File: config.mk
export PLATFORM = sky130hd
export DESIGN_NAME = gfx_irq_ctrl
export DESIGN_NICKNAME = d
export VERILOG_FILES = /design/src/rtl/gfx_irq_pkg.sv /design/src/rtl/irq_bus_decode.sv /design/src/rtl/irq_status_bank.sv /design/src/rtl/irq_enable_mask.sv /design/src/rtl/gfx_irq_ctrl.sv
export SDC_FILE = /design/constraint.sdc
export NUM_CORES = 1
export LEC_CHECK = 0
export BUFFER_PORTS_ARGS = -buffer_cell sky130_fd_sc_hd__buf_2
export CAP_MARGIN = 20
export CORE_ASPECT_RATIO = 1.4
export CORE_MARGIN = 2
export CORE_UTILIZATION = 36
export DETAILED_ROUTE_END_ITERATION = 10
export GPL_ROUTABILITY_DRIVEN = 0
export MAX_ROUTING_LAYER = met4
export PLACE_DENSITY_LB_ADDON = 0.12
export SKIP_LAST_GASP = 1
export SLEW_MARGIN = 0
export SYNTH_ARGS = -nofsm -noshare
export SYNTH_HDL_FRONTEND = slang
export SYNTH_SLANG_ARGS = --single-unit
File: constraint.sdc
create_clock -name clk -period 1.8 [get_ports clk]
set_input_delay 0 -clock clk [delete_from_list [all_inputs] [get_ports clk]]
set_output_delay 0 -clock clk [all_outputs]
set_load 0.02 [all_outputs]
File: src/rtl/gfx_irq_pkg.sv
package gfx_irq_pkg;

  localparam int SRC_FRAME = 0;
  localparam int SRC_FLUSH = 1;
  localparam int SRC_OOM   = 2;
  localparam int NUM_SRC   = 3;

  localparam int OFS_PENDING = 'h0;
  localparam int OFS_EN_SET  = 'h4;
  localparam int OFS_EN_CLR  = 'h8;

  typedef enum logic [1:0] {
    SEL_NONE,
    SEL_PENDING,
    SEL_ENABLE
  } rd_sel_e;

endpackage

File: src/rtl/irq_bus_decode.sv
module irq_bus_decode
  import gfx_irq_pkg::*;
#(
  parameter int ADDR_W = 4,
  parameter int DATA_W = 32,
  parameter int NSRC   = 3
) (
  input  logic              wr,
  input  logic              rd,
  input  logic [ADDR_W-1:0] addr,
  input  logic [DATA_W-1:0] wdata,
  output logic [NSRC-1:0]   pend_clr,
  output logic [NSRC-1:0]   en_set,
  output logic [NSRC-1:0]   en_clr,
  output rd_sel_e           rd_sel
);

  logic hit_pend, hit_set, hit_clr;

  always_comb begin
    hit_pend = (addr == ADDR_W'(OFS_PENDING));
    hit_set  = (addr == ADDR_W'(OFS_EN_SET));
    hit_clr  = (addr == ADDR_W'(OFS_EN_CLR));

    pend_clr = (wr && hit_pend) ? wdata[NSRC-1:0] : '0;
    en_set   = (wr && hit_set)  ? wdata[NSRC-1:0] : '0;
    en_clr   = (wr && hit_clr)  ? wdata[NSRC-1:0] : '0;

    rd_sel = SEL_NONE;
    if (rd) begin
      if (hit_pend)                rd_sel = SEL_PENDING;
      else if (hit_set || hit_clr) rd_sel = SEL_ENABLE;
    end
  end

endmodule

File: src/rtl/irq_status_bank.sv
module irq_status_bank #(
  parameter int              NSRC       = 3,
  parameter logic [NSRC-1:0] LEVEL_MASK = 3'b100
) (
  input  logic            clk,
  input  logic            rst,
  input  logic [NSRC-1:0] src,
  input  logic [NSRC-1:0] clr,
  output logic [NSRC-1:0] pending
);

  for (genvar i = 0; i < NSRC; i++) begin : g_bit
    if (LEVEL_MASK[i]) begin : g_level
      // A level source is resampled on every edge. While the condition is
      // present, it outweighs any acknowledge.
      always_ff @(posedge clk) begin
        if (rst) pending[i] <= 1'b0;
        else     pending[i] <= src[i] | (pending[i] & ~clr[i]);
      end

      a_r7_level_held: assert property (@(posedge clk) disable iff (rst)
        src[i] |=> pending[i]);
    end else begin : g_event
      always_ff @(posedge clk) begin
        if (rst)         pending[i] <= 1'b0;
        else if (src[i]) pending[i] <= 1'b1;
        else if (clr[i]) pending[i] <= 1'b0;
      end

      a_r6_event_holds: assert property (@(posedge clk) disable iff (rst)
        (pending[i] && !clr[i]) |=> pending[i]);
    end

    a_r8_set_beats_clear: assert property (@(posedge clk) disable iff (rst)
      (src[i] && clr[i]) |=> pending[i]);
    a_r2_ack_clears: assert property (@(posedge clk) disable iff (rst)
      (clr[i] && !src[i]) |=> !pending[i]);
  end

endmodule

File: src/rtl/irq_enable_mask.sv
module irq_enable_mask #(
  parameter int NSRC = 3
) (
  input  logic            clk,
  input  logic            rst,
  input  logic [NSRC-1:0] set_bits,
  input  logic [NSRC-1:0] clr_bits,
  output logic [NSRC-1:0] mask
);

  always_ff @(posedge clk) begin
    if (rst) mask <= '0;
    else     mask <= (mask | set_bits) & ~clr_bits;
  end

  a_r3_set_enables: assert property (@(posedge clk) disable iff (rst)
    (set_bits != '0) |=> ((mask & $past(set_bits)) == $past(set_bits)));
  a_r4_clear_disables: assert property (@(posedge clk) disable iff (rst)
    (clr_bits != '0) |=> ((mask & $past(clr_bits)) == '0));
  a_r3_zero_write_keeps: assert property (@(posedge clk) disable iff (rst)
    (set_bits == '0 && clr_bits == '0) |=> $stable(mask));

endmodule

File: src/rtl/gfx_irq_ctrl.sv
module gfx_irq_ctrl
  import gfx_irq_pkg::*;
#(
  parameter int ADDR_W = 4,
  parameter int DATA_W = 32
) (
  input  logic              clk,
  input  logic              rst,
  input  logic              bus_wr,
  input  logic              bus_rd,
  input  logic [ADDR_W-1:0] bus_addr,
  input  logic [DATA_W-1:0] bus_wdata,
  output logic [DATA_W-1:0] bus_rdata,
  input  logic              evt_frame_done,
  input  logic              evt_flush_done,
  input  logic              lvl_out_of_mem,
  output logic              irq_o
);

  localparam int              NSRC     = NUM_SRC;
  localparam logic [NSRC-1:0] LVL_MASK = NSRC'(1) << SRC_OOM;

  logic [NSRC-1:0] src_vec, pend_clr, en_set, en_clr, pending, en_mask;
  rd_sel_e         rd_sel;

  always_comb begin
    src_vec            = '0;
    src_vec[SRC_FRAME] = evt_frame_done;
    src_vec[SRC_FLUSH] = evt_flush_done;
    src_vec[SRC_OOM]   = lvl_out_of_mem;
  end

  irq_bus_decode #(.ADDR_W(ADDR_W), .DATA_W(DATA_W), .NSRC(NSRC)) u_dec (
    .wr(bus_wr), .rd(bus_rd), .addr(bus_addr), .wdata(bus_wdata),
    .pend_clr(pend_clr), .en_set(en_set), .en_clr(en_clr), .rd_sel(rd_sel)
  );

  irq_status_bank #(.NSRC(NSRC), .LEVEL_MASK(LVL_MASK)) u_stat (
    .clk(clk), .rst(rst), .src(src_vec), .clr(pend_clr), .pending(pending)
  );

  irq_enable_mask #(.NSRC(NSRC)) u_en (
    .clk(clk), .rst(rst), .set_bits(en_set), .clr_bits(en_clr), .mask(en_mask)
  );

  always_ff @(posedge clk) begin
    if (rst) begin
      bus_rdata <= '0;
      irq_o     <= 1'b0;
    end else begin
      irq_o <= |(pending & en_mask);
      case (rd_sel)
        SEL_PENDING: bus_rdata <= DATA_W'(pending);
        SEL_ENABLE:  bus_rdata <= DATA_W'(en_mask);
        default:     if (bus_rd) bus_rdata <= '0;
      endcase
    end
  end

  a_r1_reset_clears: assert property (@(posedge clk)
    rst |=> (pending == '0 && en_mask == '0 && !irq_o));
  a_r9_irq_registered: assert property (@(posedge clk) disable iff (rst)
    1'b1 |=> (irq_o == $past(|(pending & en_mask))));
  a_r5_upper_zero: assert property (@(posedge clk) disable iff (rst)
    bus_rdata[DATA_W-1:NSRC] == '0);

endmodule

[Word-level counts from Yosys, hierarchy flattened]
Cells that the tools add are included.
Operators by class
  equality and inequality tests: 4
  multiplexer cells: 12
  bitwise operators: 7
  reduce and logical (&&, ||, !) cells: 9
Operators with widths (count)
  one-hot mux 32 bit (2 select lines): 1
  2-to-1 mux 32 bit: 1
  2-to-1 mux 3 bit: 3
  AND 3 bit: 2
  2-to-1 mux 2 bit: 3
  equality test 4 x 3 -> 1 bit (second input constant): 1
  equality test 4 bit (second input constant): 1
  logical NOT 4 bit: 1
  2-to-1 mux 1 bit: 4
  nonzero test 2 bit: 2
  logical AND 1 bit: 3
  inverter 3 bit: 1
  OR 3 bit: 1
  nonzero test 3 bit: 1
  OR reduction 3 bit: 1
  equality test 2 x 1 -> 1 bit (second input constant): 1
  equality test 2 bit (second input constant): 1
  AND 1 bit: 1
  logical OR 1 bit: 1
  inverter 1 bit: 1
  OR 1 bit: 1
Word-level totals
  bits in registers: 39
  input port bits: 43
  output and inout bits: 33
  logic and storage cells: 38

[Longest topological paths before layout]
  depth after elaboration: 7
  gate-level depth with buffers: 4
  gate-level depth less buffers: 3

[Hierarchy]
From an unflattened synthesis, not the netlist that was laid out.
Second synthesis, totals
  cells, all modules: 94
  area, all modules: 777.0 µm²
By module, submodules not included
  gfx_irq_ctrl: times used 1, cells an instance 54, area each 437.9 µm²
  irq_bus_decode: times used 1, cells an instance 19, area each 142.6 µm²
  irq_status_bank: times used 1, cells an instance 12, area each 105.1 µm²
  irq_enable_mask: times used 1, cells an instance 9, area each 91.3 µm²

[Least setup slack after synthesis]
OpenSTA, ideal clock, no wires.
  path type: flip-flop to flip-flop
  start point: register u_en.mask[0]
  end point: register irq_o
  setup time: 0.124 ns
  data arrival time: 0.666 ns
  required time: 1.676 ns
  slack: 1.010 ns
  stages on the path, launching flop included: 3
  path buffers: 0
  period minus slack after synthesis: 0.790 ns
  cell sequence: dfxtp_1 > a222oi_1 > nor2_1
On the way
  word-level cells in the longest chain between the ends: 2
Ends and longest elaborated chain
  from (decl): line irq_enable_mask.sv:8  | output logic [NSRC-1:0] mask
  from (signal assigned): line irq_enable_mask.sv:13  | else mask <= (mask | set_bits) & ~clr_bits;
  AND 3 bit: line gfx_irq_ctrl.sv:51  | irq_o <= |(pending & en_mask);
  OR reduction 3 bit: line gfx_irq_ctrl.sv:51
  to (signal assigned): line gfx_irq_ctrl.sv:51
  to (decl): line gfx_irq_ctrl.sv:17  | output logic irq_o
No other way between the ends.
A chain may end at the register's enable or synchronous reset.

[Worst setup path in the final report]
Ends and elaborated chain as after synthesis.

==> run_summary.xml <==
<?xml version="1.0" encoding="UTF-8"?>
<metrics>
  <group name="yosys">
    <metric name="area_share_of_the_leading_cell_type_in_the_synthesized_netlist" unit="%">31.4</metric>
    <metric name="synth.yosys.seq_area_share" unit="%">28.8</metric>
    <metric name="synth_top_cell_by_area" unit="">sky130_fd_sc_hd__buf_4</metric>
    <metric name="syn-cell-area" unit="um2">694</metric>
    <metric name="synth-seq-cells" unit="">10</metric>
    <metric name="yosys.cell_types.count" unit="">19</metric>
    <metric name="synth.yosys.warnings" unit="">0</metric>
    <metric name="netlist_instances" unit="">81</metric>
    <metric name="syn_avg_cell_area" unit="um2">8.57</metric>
    <metric name="ys_top_cells_by_area" unit="">sky130_fd_sc_hd__buf_4 (31%), sky130_fd_sc_hd__dfxtp_1 (29%), sky130_fd_sc_hd__a32oi_1 (7.6%)</metric>
  </group>
  <group name="drt">
    <metric name="detail_route.drc_violations" unit="">0</metric>
    <metric name="drt_first_iter_violations" unit="">10</metric>
    <metric name="wl_per_cell" unit="um">10.7</metric>
    <metric name="top_layer_used" unit="">met4</metric>
    <metric name="detailroute.via_count" unit="">540</metric>
    <metric name="total_length_of_routed_met3_wires" unit="um">119</metric>
    <metric name="routed_wirelength" unit="um">1270</metric>
    <metric name="drt.antenna.violating_nets" unit="">0</metric>
    <metric name="met2RoutedLength" unit="um">614</metric>
    <metric name="drt_pre_antenna_iters" unit="">4</metric>
    <metric name="vias_per_cell" unit="">4.54</metric>
    <metric name="drt-met1-wl" unit="um">500</metric>
  </group>
  <group name="floorplanning">
    <metric name="die_width" unit="um">41.1</metric>
    <metric name="pin_count" unit="">76</metric>
    <metric name="fp.coreArea" unit="um2">1800</metric>
    <metric name="std_cell_rows" unit="">18</metric>
    <metric name="fp.dieArea" unit="um2">2300</metric>
    <metric name="initial_core_util" unit="%">38.5</metric>
    <metric name="die-height" unit="um">56.0</metric>
  </group>
  <group name="power">
    <metric name="leakage" unit="nW">0.358</metric>
    <metric name="ir_drop_worst_case_vdd" unit="mV">0.361</metric>
    <metric name="clockPowerShare" unit="%">36.8</metric>
    <metric name="seq_power_share" unit="%">42.8</metric>
    <metric name="total_switching_power" unit="mW">0.178</metric>
    <metric name="internal-power" unit="mW">0.380</metric>
    <metric name="power.share.combinational" unit="%">20.3</metric>
    <metric name="pwr_density_cell" unit="nW/um2">783</metric>
    <metric name="switching_share" unit="%">31.9</metric>
  </group>
  <group name="final_layout">
    <metric name="antenna-diode-count" unit="">0</metric>
    <metric name="post_route_cells_drive_above_1_share" unit="%">23.2</metric>
    <metric name="final_cell_mix" unit="">sky130_fd_sc_hd__conb_1 (29), sky130_fd_sc_hd__buf_2 (17), sky130_fd_sc_hd__dfxtp_1 (10)</metric>
    <metric name="number_of_standard_cells_in_the_layout_taps_in_and_fillers_out" unit="">119</metric>
    <metric name="mostFrequentLayoutCell" unit="">sky130_fd_sc_hd__conb_1</metric>
    <metric name="layout-area-overhead-vs-synth" unit="%">2.52</metric>
    <metric name="fill_cells" unit="">207</metric>
    <metric name="design.final.nets" unit="">143</metric>
  </group>
  <group name="cts">
    <metric name="clockBufferDepth" unit="">2</metric>
    <metric name="clockRootBuffer" unit="">sky130_fd_sc_hd__clkbuf_4</metric>
    <metric name="numCtsBuffers" unit="">3</metric>
    <metric name="cts_tree" unit="">done</metric>
    <metric name="htree_num_levels" unit="">1</metric>
    <metric name="post_cts_hold_buffer_count" unit="">0</metric>
    <metric name="clkSlewWorstSetupHoldPaths" unit="ns">0.07</metric>
    <metric name="cts_repair_resize_count" unit="">0</metric>
    <metric name="clkLatencyLatePin" unit="ns">0.27</metric>
    <metric name="cts_num_sinks" unit="">10</metric>
    <metric name="post-cts-setup-buffer-count" unit="">0</metric>
  </group>
  <group name="critical_path">
    <metric name="critical_path_peak_fanout" unit="">4</metric>
    <metric name="cp_data_arrival_time" unit="ns">1.03</metric>
    <metric name="setup.worst_path.class" unit="">flip-flop to flip-flop</metric>
    <metric name="worstPathRequired" unit="ns">1.95</metric>
    <metric name="critPathLaunchType" unit="">flip-flop</metric>
    <metric name="endpoint_kind" unit="">flip-flop</metric>
  </group>
  <group name="timing">
    <metric name="hold_violations" unit="">0</metric>
    <metric name="setup-violations-final" unit="">0</metric>
    <metric name="final_slew_viol_count" unit="">0</metric>
    <metric name="final_period_minus_worst_setup_slack" unit="ns">0.871</metric>
    <metric name="fin_worst_skew" unit="ns">0.000336</metric>
    <metric name="max_clock_freq" unit="MHz">1150</metric>
    <metric name="worst_slack" unit="ns">0.929</metric>
    <metric name="grt_setup_unrepaired" unit="">false</metric>
    <metric name="final.period_utilization" unit="%">48.4</metric>
    <metric name="setup_total_negative_slack" unit="ns">0</metric>
  </group>
  <group name="placed_design">
    <metric name="preCtsSetupSlack" unit="ns">0.893</metric>
    <metric name="port_buffers" unit="">17</metric>
    <metric name="dp.final_hpwl" unit="um">1010</metric>
    <metric name="dp.cells" unit="">115</metric>
  </group>
  <group name="global_route">
    <metric name="grt_use_total" unit="%">12.2</metric>
    <metric name="grt_start_max_net_pins" unit="">10</metric>
    <metric name="grt_first_pass_wirelength" unit="um">1810</metric>
    <metric name="global_route.overflow_total" unit="">0</metric>
    <metric name="grt_pass1_vias" unit="">418</metric>
    <metric name="grt_antenna_before_repair" unit="">0</metric>
  </group>
  <group name="outcome">
    <metric name="run_status" unit="">finished clean</metric>
  </group>
  <group name="min_path">
    <metric name="hold_path_class" unit="">primary input to flip-flop</metric>
  </group>
  <group name="job">
    <metric name="timing.max_cap.violations" unit="">0</metric>
  </group>
</metrics>
[synth_stat cells, drive strengths merged]
cell type	count
a21oi	3
a32oi	6
nand2	3
nor3b	1
a222oi	1
dfxtp	10
conb	1
nor2	9
o21ai	3
nor4b	2
xor2	1
nand3	3
a311oi	3
nand4bb	1
inv	3
buf	31
[stage by stage]
| step | power, mW | utilization (%) | cell area, um2 | hold WS [ns] |
|---|---|---|---|---|
| after floorplan | 0.377 | - | 800 | 0.169 |
| after global placement | 0.355 | 37.5 | 676 | 0.285 |
| after detailed placement | 0.356 | 37.5 | 676 | 0.294 |
| after CTS | 0.559 | 39.5 | 712 | 0.00740 |
| after global routing | 0.587 | 39.5 | 712 | 0.0280 |
| final | 0.557 | 39.5 | 712 | 0.00747 |
[state kept, by name, summed over array words and instances (netlist names)]
name            flops
u_stat.pending      3
bus_rdata           3
u_en.mask           3
irq_o               1
[worst paths after layout]
path / startpoint / end / slack (ns) / depth (start not counted)
worst min-delay path: lvl_out_of_mem / u_stat.pending[2] / 0.007 / 3
worst max-delay path: u_en.mask[0] / irq_o / 0.93 / 2
worst max register to register: u_en.mask[0] / irq_o / 0.93 / 2
worst min register to register: bus_rdata[2] / bus_rdata[2] / 0.46 / 2
[power groups by stage]
stage | Combinational, mW | Sequential (mW) | Clock (mW)
finish | 0.113 | 0.239 | 0.205
global route | 0.126 | 0.240 | 0.221
CTS | 0.112 | 0.239 | 0.208
detailed placement | 0.112 | 0.244 | 0
global placement | 0.111 | 0.244 | 0
floorplan | 0.134 | 0.243 | 0
[critical path: stages, from the launching register on]
cell and delay [ns]:
sky130_fd_sc_hd__dfxtp_1 0.34, sky130_fd_sc_hd__a222oi_1 0.35, sky130_fd_sc_hd__nor2_1 0.07
[per-layer routing]
metal | track usage [%] | vias up
met5 | - | -
li1 | - | 262
met2 | 17.2 | 27
met4 | 8.29 | 0
met1 | 14.0 | 247
met3 | 3.60 | 4
[cell families (layout without fill, tap and decap cells)]
family | Yosys count | after routing | share of synthesized area, %
buf+inv | 34 | 24 | 35.3
xor+xnor | 1 | 1 | 1.26
simple gates | 19 | 19 | 16.9
other cells | 1 | 29 | 0.540
compound gates | 16 | 16 | 17.1
flops | 10 | 10 | 28.8
[layout make-up]
cell class | count | area [um2] | share of cell area [%]
multi-input combinational | 65 | 354 | 49.7
sequential | 10 | 200 | 28.1
timing repair buffer | 17 | 85.1 | 12.0
clock buffer | 4 | 36.3 | 5.10
tap | 20 | 25.0 | 3.51
inverter | 3 | 11.3 | 1.58
Power figures use the tool's default switching activity.
